File: src/rtl/xact_pkg.sv
// Shared constants and the activation sequencer state type.
// Assumes byte-wide vector entries and a 16-bit address space.
package xact_pkg;
    localparam int BYTE_W = 8;
    localparam int ADDR_W = 2 * BYTE_W;

    typedef enum logic [2:0] {
        S_IDLE,
        S_VREQ,
        S_VWAIT,
        S_ISSUE,
        S_BUSY
    } seq_state_e;
endpackage

File: src/rtl/xact_enable_bank.sv
// Per-source enable bits, written a byte at a time.
// Byte r, data bit b controls source 8*r + 7 - b. Source 0 is hardwired off.
// A hardware clear from the sequencer wins over a software write in the same cycle.
module xact_enable_bank #(
    parameter int NSRC = 40,
    parameter int NREG = (NSRC + 7) / 8,
    parameter int IDXW = $clog2(NSRC)
) (
    input  logic            clk,
    input  logic            rst_n,
    input  logic [NREG-1:0] en_wr,
    input  logic [7:0]      en_wdata,
    input  logic            clr_valid,
    input  logic [IDXW-1:0] clr_idx,
    output logic [NSRC-1:0] en_bits
);
    for (genvar r = 0; r < NREG; r++) begin : g_reg
        for (genvar b = 0; b < 8; b++) begin : g_bit
            localparam int S = r * 8 + 7 - b;
            if (S == 0) begin : g_rsvd
                assign en_bits[0] = 1'b0;
            end else if (S < NSRC) begin : g_live
                logic en_q;
                // Hold one enable bit: clear on terminal, else load on write.
                always_ff @(posedge clk) begin
                    if (!rst_n)
                        en_q <= 1'b0;
                    else if (clr_valid && clr_idx == IDXW'(S))
                        en_q <= 1'b0;
                    else if (en_wr[r])
                        en_q <= en_wdata[b];
                end
                assign en_bits[S] = en_q;
            end
        end
    end

    assert_clear_sticks_R9: assert property (@(posedge clk) disable iff (!rst_n)
        clr_valid |=> !en_bits[$past(clr_idx)]);

    assert_rsvd_off_R2: assert property (@(posedge clk) disable iff (!rst_n)
        !en_bits[0]);
endmodule

File: src/rtl/xact_pend_pick.sv
// Latches request pulses per source and picks the lowest-numbered
// pending source whose enable bit is set. Source 0 never latches.
// A taken source's flag clears unless a new request arrives in that cycle.
module xact_pend_pick #(
    parameter int NSRC = 40,
    parameter int IDXW = $clog2(NSRC)
) (
    input  logic            clk,
    input  logic            rst_n,
    input  logic [NSRC-1:0] req,
    input  logic [NSRC-1:0] en,
    input  logic            take,
    input  logic [IDXW-1:0] take_idx,
    output logic            pick_valid,
    output logic [IDXW-1:0] pick_idx
);
    localparam logic [NSRC-1:0] RSVD_MASK = NSRC'(1);

    logic [NSRC-1:0] pend_q;
    logic [NSRC-1:0] clr_mask;
    logic [NSRC-1:0] cand;

    // Build the clear mask for the source being taken.
    always_comb begin
        clr_mask = '0;
        if (take)
            clr_mask = NSRC'(1) << take_idx;
    end

    // Keep pending flags; new requests override a clear.
    always_ff @(posedge clk) begin
        if (!rst_n)
            pend_q <= '0;
        else
            pend_q <= ((pend_q & ~clr_mask) | req) & ~RSVD_MASK;
    end

    assign cand       = pend_q & en & ~RSVD_MASK;
    assign pick_valid = |cand;

    // Fixed priority: scan downwards so the lowest set index remains.
    always_comb begin
        pick_idx = '0;
        for (int i = NSRC - 1; i >= 1; i--) begin
            if (cand[i])
                pick_idx = IDXW'(i);
        end
    end

    assert_take_is_pending_R6: assert property (@(posedge clk) disable iff (!rst_n)
        take |-> (pend_q[take_idx] && en[take_idx]));

    assert_pend_cleared_R6: assert property (@(posedge clk) disable iff (!rst_n)
        (take && !req[take_idx]) |=> !pend_q[$past(take_idx)]);
endmodule

File: src/rtl/xact_seq.sv
// Activation sequencer: takes the picked source, reads its vector byte,
// issues the grant and descriptor address, waits for the engine, and
// handles the terminal-count outcome. Assumes the memory answers each
// read with exactly one valid pulse and the engine gives one done per start.
module xact_seq #(
    parameter int NSRC = 40,
    parameter int IDXW = $clog2(NSRC)
) (
    input  logic                      clk,
    input  logic                      rst_n,
    input  logic                      pick_valid,
    input  logic [IDXW-1:0]           pick_idx,
    input  logic [7:0]                base_byte,
    output logic                      mem_rd_req,
    output logic [xact_pkg::ADDR_W-1:0] mem_rd_addr,
    input  logic                      mem_rd_valid,
    input  logic [7:0]                mem_rd_data,
    output logic                      eng_start,
    output logic [NSRC-1:0]           eng_grant,
    output logic [xact_pkg::ADDR_W-1:0] eng_desc_addr,
    input  logic                      eng_done,
    input  logic                      eng_terminal,
    input  logic                      eng_raise,
    output logic                      take,
    output logic [IDXW-1:0]           take_idx,
    output logic                      clr_valid,
    output logic [IDXW-1:0]           clr_idx,
    output logic [NSRC-1:0]           cpu_irq
);
    import xact_pkg::*;

    seq_state_e          state_q;
    logic [IDXW-1:0]     cur_q;
    logic [ADDR_W-1:0]   desc_q;
    logic [NSRC-1:0]     grant_q;
    logic [NSRC-1:0]     irq_q;
    logic                finish_int;

    assign take       = (state_q == S_IDLE) && pick_valid;
    assign take_idx   = pick_idx;
    assign finish_int = (state_q == S_BUSY) && eng_done && eng_terminal && eng_raise;
    assign clr_valid  = finish_int;
    assign clr_idx    = cur_q;

    assign mem_rd_req    = (state_q == S_VREQ);
    assign mem_rd_addr   = {base_byte, BYTE_W'(cur_q)};
    assign eng_start     = (state_q == S_ISSUE);
    assign eng_grant     = grant_q;
    assign eng_desc_addr = desc_q;
    assign cpu_irq       = irq_q;

    // Step through read, issue and wait phases of one activation.
    always_ff @(posedge clk) begin
        if (!rst_n) begin
            state_q <= S_IDLE;
            cur_q   <= '0;
            desc_q  <= '0;
            grant_q <= '0;
        end else begin
            unique case (state_q)
                S_IDLE: begin
                    if (take) begin
                        cur_q   <= pick_idx;
                        state_q <= S_VREQ;
                    end
                end
                S_VREQ:  state_q <= S_VWAIT;
                S_VWAIT: begin
                    if (mem_rd_valid) begin
                        desc_q  <= {base_byte, mem_rd_data};
                        grant_q <= NSRC'(1) << cur_q;
                        state_q <= S_ISSUE;
                    end
                end
                S_ISSUE: state_q <= S_BUSY;
                S_BUSY: begin
                    if (eng_done) begin
                        grant_q <= '0;
                        state_q <= S_IDLE;
                    end
                end
                default: state_q <= S_IDLE;
            endcase
        end
    end

    // Pulse the completion interrupt for one cycle.
    always_ff @(posedge clk) begin
        if (!rst_n)
            irq_q <= '0;
        else if (finish_int)
            irq_q <= NSRC'(1) << cur_q;
        else
            irq_q <= '0;
    end

    assert_grant_onehot_R8: assert property (@(posedge clk) disable iff (!rst_n)
        $onehot0(eng_grant));

    assert_start_granted_R8: assert property (@(posedge clk) disable iff (!rst_n)
        eng_start |-> ($countones(eng_grant) == 1));

    assert_grant_held_R12: assert property (@(posedge clk) disable iff (!rst_n)
        ((eng_grant != '0) && $past(eng_grant != '0)) |-> $stable(eng_grant));

    assert_irq_after_done_R9: assert property (@(posedge clk) disable iff (!rst_n)
        (cpu_irq != '0) |-> $past(eng_done && eng_terminal && eng_raise));

    assert_no_rsvd_read_R2: assert property (@(posedge clk) disable iff (!rst_n)
        mem_rd_req |-> (mem_rd_addr[BYTE_W-1:0] != '0));
endmodule

File: src/rtl/xfer_act_arbiter.sv
// Top of the transfer activation arbiter. Ties the enable bank, the
// pending/priority picker and the activation sequencer together.
// Assumes NSRC <= 256 so a source number fits the low address byte,
// and that base_byte is stable during an activation.
module xfer_act_arbiter #(
    parameter int NSRC = 40,
    parameter int NREG = (NSRC + 7) / 8,
    parameter int IDXW = $clog2(NSRC)
) (
    input  logic            clk,
    input  logic            rst_n,
    input  logic [NSRC-1:0] irq_req,
    input  logic [NREG-1:0] en_wr,
    input  logic [7:0]      en_wdata,
    input  logic [7:0]      base_byte,
    output logic            mem_rd_req,
    output logic [15:0]     mem_rd_addr,
    input  logic            mem_rd_valid,
    input  logic [7:0]      mem_rd_data,
    output logic            eng_start,
    output logic [NSRC-1:0] eng_grant,
    output logic [15:0]     eng_desc_addr,
    input  logic            eng_done,
    input  logic            eng_terminal,
    input  logic            eng_raise,
    output logic [NSRC-1:0] cpu_irq,
    output logic [NSRC-1:0] en_state
);
    logic            pick_valid;
    logic [IDXW-1:0] pick_idx;
    logic            take;
    logic [IDXW-1:0] take_idx;
    logic            clr_valid;
    logic [IDXW-1:0] clr_idx;

    xact_enable_bank #(.NSRC(NSRC), .NREG(NREG), .IDXW(IDXW)) u_enables (
        .clk       (clk),
        .rst_n     (rst_n),
        .en_wr     (en_wr),
        .en_wdata  (en_wdata),
        .clr_valid (clr_valid),
        .clr_idx   (clr_idx),
        .en_bits   (en_state)
    );

    xact_pend_pick #(.NSRC(NSRC), .IDXW(IDXW)) u_pick (
        .clk        (clk),
        .rst_n      (rst_n),
        .req        (irq_req),
        .en         (en_state),
        .take       (take),
        .take_idx   (take_idx),
        .pick_valid (pick_valid),
        .pick_idx   (pick_idx)
    );

    xact_seq #(.NSRC(NSRC), .IDXW(IDXW)) u_seq (
        .clk           (clk),
        .rst_n         (rst_n),
        .pick_valid    (pick_valid),
        .pick_idx      (pick_idx),
        .base_byte     (base_byte),
        .mem_rd_req    (mem_rd_req),
        .mem_rd_addr   (mem_rd_addr),
        .mem_rd_valid  (mem_rd_valid),
        .mem_rd_data   (mem_rd_data),
        .eng_start     (eng_start),
        .eng_grant     (eng_grant),
        .eng_desc_addr (eng_desc_addr),
        .eng_done      (eng_done),
        .eng_terminal  (eng_terminal),
        .eng_raise     (eng_raise),
        .take          (take),
        .take_idx      (take_idx),
        .clr_valid     (clr_valid),
        .clr_idx       (clr_idx),
        .cpu_irq       (cpu_irq)
    );

    assert_irq_disables_R9: assert property (@(posedge clk) disable iff (!rst_n)
        (cpu_irq != '0) |-> ((cpu_irq & en_state) == '0));
endmodule

File: config.mk
export PLATFORM = sky130hd
export DESIGN_NAME = xfer_act_arbiter
export DESIGN_NICKNAME = d
export VERILOG_FILES = /design/src/rtl/xact_pkg.sv /design/src/rtl/xact_enable_bank.sv /design/src/rtl/xact_pend_pick.sv /design/src/rtl/xact_seq.sv /design/src/rtl/xfer_act_arbiter.sv
export SDC_FILE = /design/constraint.sdc
export NUM_CORES = 1
export LEC_CHECK = 0
export BUFFER_PORTS_ARGS = -buffer_cell sky130_fd_sc_hd__buf_2
export CORE_UTILIZATION = 49
export CTS_BUF_LIST = sky130_fd_sc_hd__clkbuf_4 sky130_fd_sc_hd__clkbuf_8
export CTS_CLUSTER_SIZE = 16
export DETAILED_ROUTE_END_ITERATION = 10
export PLACE_DENSITY = 0.83
export SETUP_SLACK_MARGIN = 0.3
export SLEW_MARGIN = 5
export SYNTH_ARGS = -nofsm -noshare
export SYNTH_HDL_FRONTEND = slang
export SYNTH_HIERARCHICAL = 1
export SYNTH_SLANG_ARGS = --single-unit
File: constraint.sdc
create_clock -name clk -period 2.4 [get_ports clk]
set_input_delay 0.48 -clock clk [delete_from_list [all_inputs] [get_ports clk]]
set_output_delay 0.48 -clock clk [all_outputs]
set_load 0.1 [all_outputs]
==> results.sh <==
export IMPL_syn_to_final_growth_pct=29.9
export IMPL_port_buffers=224
export IMPL_period_needed_ps=2570
export IMPL_grt_pass1_vias=7042
export IMPL_peakVddDrop_mv=0.604
export IMPL_arrival_ps=2930
export IMPL_start_kind="flip-flop"
export IMPL_r2r_end="u_pick/pend_q[33]"
export IMPL_final_util_pct=66.3
export IMPL_finalHoldViolCount=0
export IMPL_setup_viol=46
export IMPL_yosys_area_top_type="dfxtp_1"
export IMPL_synth_edff_count=0
export IMPL_cellPowerDensity_nw_per_um2=826
export IMPL_clk_pin_slew_ps=100
export IMPL_synth_seq_cells=183
export IMPL_synth_main_ff_cell="dfxtp_1"
export IMPL_drv_cap=0
export IMPL_avgSynthCellArea_um2=9.90
export IMPL_hold_class="in -> reg"
export IMPL_die_area_um2=16600
export IMPL_cts_made_buffers=17
export IMPL_period_share_pct=107
export IMPL_overflow=0
export IMPL_min_to="u_pick/pend_q[14]"
export IMPL_synth_top_cells_by_area="dfxtp_1 (47%), buf_4 (5.9%), mux2i_1 (4.7%)"
export IMPL_synth_top_area_share_pct=46.5
export IMPL_syn_inst=795
export IMPL_post_drt_via_cell_ratio=5.72
export IMPL_final_setup_skew_ps=12.4
export IMPL_ios=229
export IMPL_insertedDiodeCount=0
export IMPL_ant_nets=0
export IMPL_worstMarginPinSlew_ps=723
export IMPL_placed_cells=1238
export IMPL_reg2reg_from="u_pick/pend_q[28]"
export IMPL_min_delay_start="irq_req[14]"
export IMPL_ys_warn_count=6
export IMPL_synth_cell_types=72
export IMPL_reg2reg_depth=12
export IMPL_h_tree_depth=4
export IMPL_clock_sinks=183
export IMPL_synth_seq_area_share_pct=46.5
export IMPL_required_ps=2760
export IMPL_coreArea_um2=15400
export IMPL_critPathCaptureType="flip-flop"
export IMPL_vias=7403
export IMPL_wl_per_cell_um=19.8
export IMPL_fp_row_count=45
export IMPL_cts_tree="done"
export IMPL_grt_max_degree=41
export IMPL_antenna_found_initial=0
export IMPL_fin_cells=1295
export IMPL_grt_pass1_wl_mm=37.7
export IMPL_firstDrtPassIters=5
export IMPL_reg2reg_slack_ps=-170
export IMPL_initial_utilization_pct=51.0
export IMPL_routed_wl_mm=25.7
export IMPL_worstSkewPairLatency_ps=470
export IMPL_violations="setup timing"
export IMPL_cellLeakagePower_nw=4.62
export IMPL_path_class="reg -> reg"
export IMPL_critPathMaxFanout=4
export IMPL_first_iter_violations=689
export IMPL_outcome="complete, but fails checks"
export IMPL_worst_slack_ps=-170
export IMPL_routabilityCongestion=1.02
export IMPL_finalMaxSlewViolations=0
export IMPL_track_usage_pct=30.1
export IMPL_die_w_um=129
export IMPL_drc=0
export IMPL_die_y_um=129
export IMPL_cts_max_path_buffers=2
export IMPL_synthesis_area_um2=7870
export IMPL_clockRootBuffer="clkbuf_8"
export IMPL_drive_above_1_share_pct=44.1
export IMPL_rsz0062_at_grt="true"
export IMPL_hold_ws_ps=216
export IMPL_nets=1146
export IMPL_maxSlewHeadroom_pct=51.6
export IMPL_async_flop_share_pct=0
export IMPL_fmax_ghz=0.389
export IMPL_dp_hpwl_mm=18.9
export IMPL_hold_depth=2
==> power by group <==
group | switching [mW] | leakage (nW) | internal [mW]
Sequential | 0.205 | 1.50 | 3.20
Clock | 1.21 | 0.194 | 0.779
Combinational | 2.03 | 2.93 | 1.01
==> final cells by class <==
class	instances	area, µm²
timing repair buffer	355	2170
multi-input combinational	511	3710
sequential	183	3690
tap	211	264
clock buffer	18	241
fill	1192	5200
inverter	3	11.3
clock inverter	14	139
==> cell families (layout without fill, tap and decap cells) <==
family / count (synthesis) / count (layout) / share of synthesized area, %
AND/OR/NAND/NOR: 253 / 253 / 17.8
multiplexers: 45 / 45 / 5.85
AO/OA/AOI/OAI: 209 / 209 / 20.4
XOR/XNOR: 1 / 1 / 0.111
other: 2 / 3 / 0.0954
buffers and inverters: 102 / 390 / 9.15
flip-flops: 183 / 183 / 46.5
==> through the flow <==
| stage | setup WS, ps | area (µm²) | setup TNS [ps] | total power [mW] |
|---|---|---|---|---|
| floorplan | -110 | 7930 | -1400 | 5.45 |
| global placement | -70.6 | 9380 | -788 | 6.06 |
| detailed placement | -196 | 9380 | -2590 | 6.10 |
| CTS | -41.8 | 9970 | -423 | 8.22 |
| global route | -304 | 10200 | -6940 | 8.77 |
| finish | -170 | 10200 | -4390 | 8.44 |
==> sequential cells by signal (all words and copies together), names as in the netlist <==
| name | count |
|---|---|
| u_enables/g.g_bit.g_live.en_q | 39 |
| u_pick/pend_q | 39 |
| u_seq/clr_idx | 6 |
| u_seq/cpu_irq | 40 |
| u_seq/eng_desc_addr | 16 |
| u_seq/eng_grant | 40 |
| u_seq/state_q | 3 |
==> routing by layer <==
metal / vias up / wire length, µm / GRT usage, %
met5: - / 0 / 0
met4: 0 / 1340 / 16.3
met3: 83 / 2130 / 7.36
met2: 426 / 12000 / 49.4
met1: 3517 / 10200 / 36.5
li1: 3377 / - / -
==> placed cells by master (no fill, tap or decap), drive strengths merged, types with 3 or more instances in the layout <==
cell     Yosys  layout
clkbuf      14      20
dfxtp      183     183
and3b        5       5
nor2b       26      26
nand3b       5       5
and4bb       6       6
nand3       14      14
nor4b        5       5
inv          2       8
nand2       95      95
buf         85     353
a32oi        5       5
a22oi       14      14
and4b        4       4
nor3         7       7
nand2b       6       6
conb         2       3
nor3b        7       7
a32o         3       3
a21oi       37      37
o2111ai      3       3
a22o         6       6
mux2         8       8
nand4        6       6
a211oi      33      33
o311a        8       8
nor2        57      57
o2bb2ai     40      40
mux2i       37      37
o21a        40      40
clkinv       1       8
o21ai        3       3
a222oi       3       3
==> worst max-delay path: stages (launching register included) <==
cell and delay [ps]:
dfxtp_2 340, a22o_1 260, a221oi_2 250, nand3_2 160, buf_4 170, nor3_1 120
nor2_1 150, nand2b_1 210, buf_4 180, nor3b_4 270, nand2_1 120, a21oi_2 170
nor2b_1 60
==> Yosys cell counts, drive strengths merged, types with 3 or more instances <==
| cell | instances |
|---|---|
| nand2 | 95 |
| o21ai | 3 |
| a32o | 3 |
| nor2 | 57 |
| nor4b | 5 |
| and3b | 5 |
| mux2 | 8 |
| o2111ai | 3 |
| buf | 85 |
| a22oi | 14 |
| o311a | 8 |
| and4b | 4 |
| nand4 | 6 |
| a21oi | 37 |
| a32oi | 5 |
| mux2i | 37 |
| nor3 | 7 |
| o21a | 40 |
| dfxtp | 183 |
| a211oi | 33 |
| a222oi | 3 |
| and4bb | 6 |
| nand2b | 6 |
| clkbuf | 14 |
| nor3b | 7 |
| a22o | 6 |
| nor2b | 26 |
| o2bb2ai | 40 |
| nand3 | 14 |
| nand3b | 5 |
==> worst max-delay path by stage <==
stage	from	to	slack, ps	cells past startpoint
floorplan	u_enables/g_reg[0].g_bit[2].g_live.en_q	u_pick/pend_q[35]	-110	12
global placement	u_enables/g_reg[4].g_bit[2].g_live.en_q	u_pick/pend_q[11]	-70	10
detailed placement	u_pick/pend_q[4]	u_pick/pend_q[20]	-200	12
CTS	u_pick/pend_q[28]	u_pick/pend_q[1]	-40	11
global route	u_pick/pend_q[28]	u_pick/pend_q[33]	-300	12
finish	u_pick/pend_q[28]	u_pick/pend_q[33]	-170	12
==> timing repair <==
item | in CTS | in global routing
resized for setup | 41 | 37
pin swaps | 19 | 20
hold buffers | 0 | 0
endpoints found under the hold margin | 0 | 0
endpoints found under the setup margin | 46 | 53
buffers inserted | 11 | 14
Power figures use the tool's default switching activity.
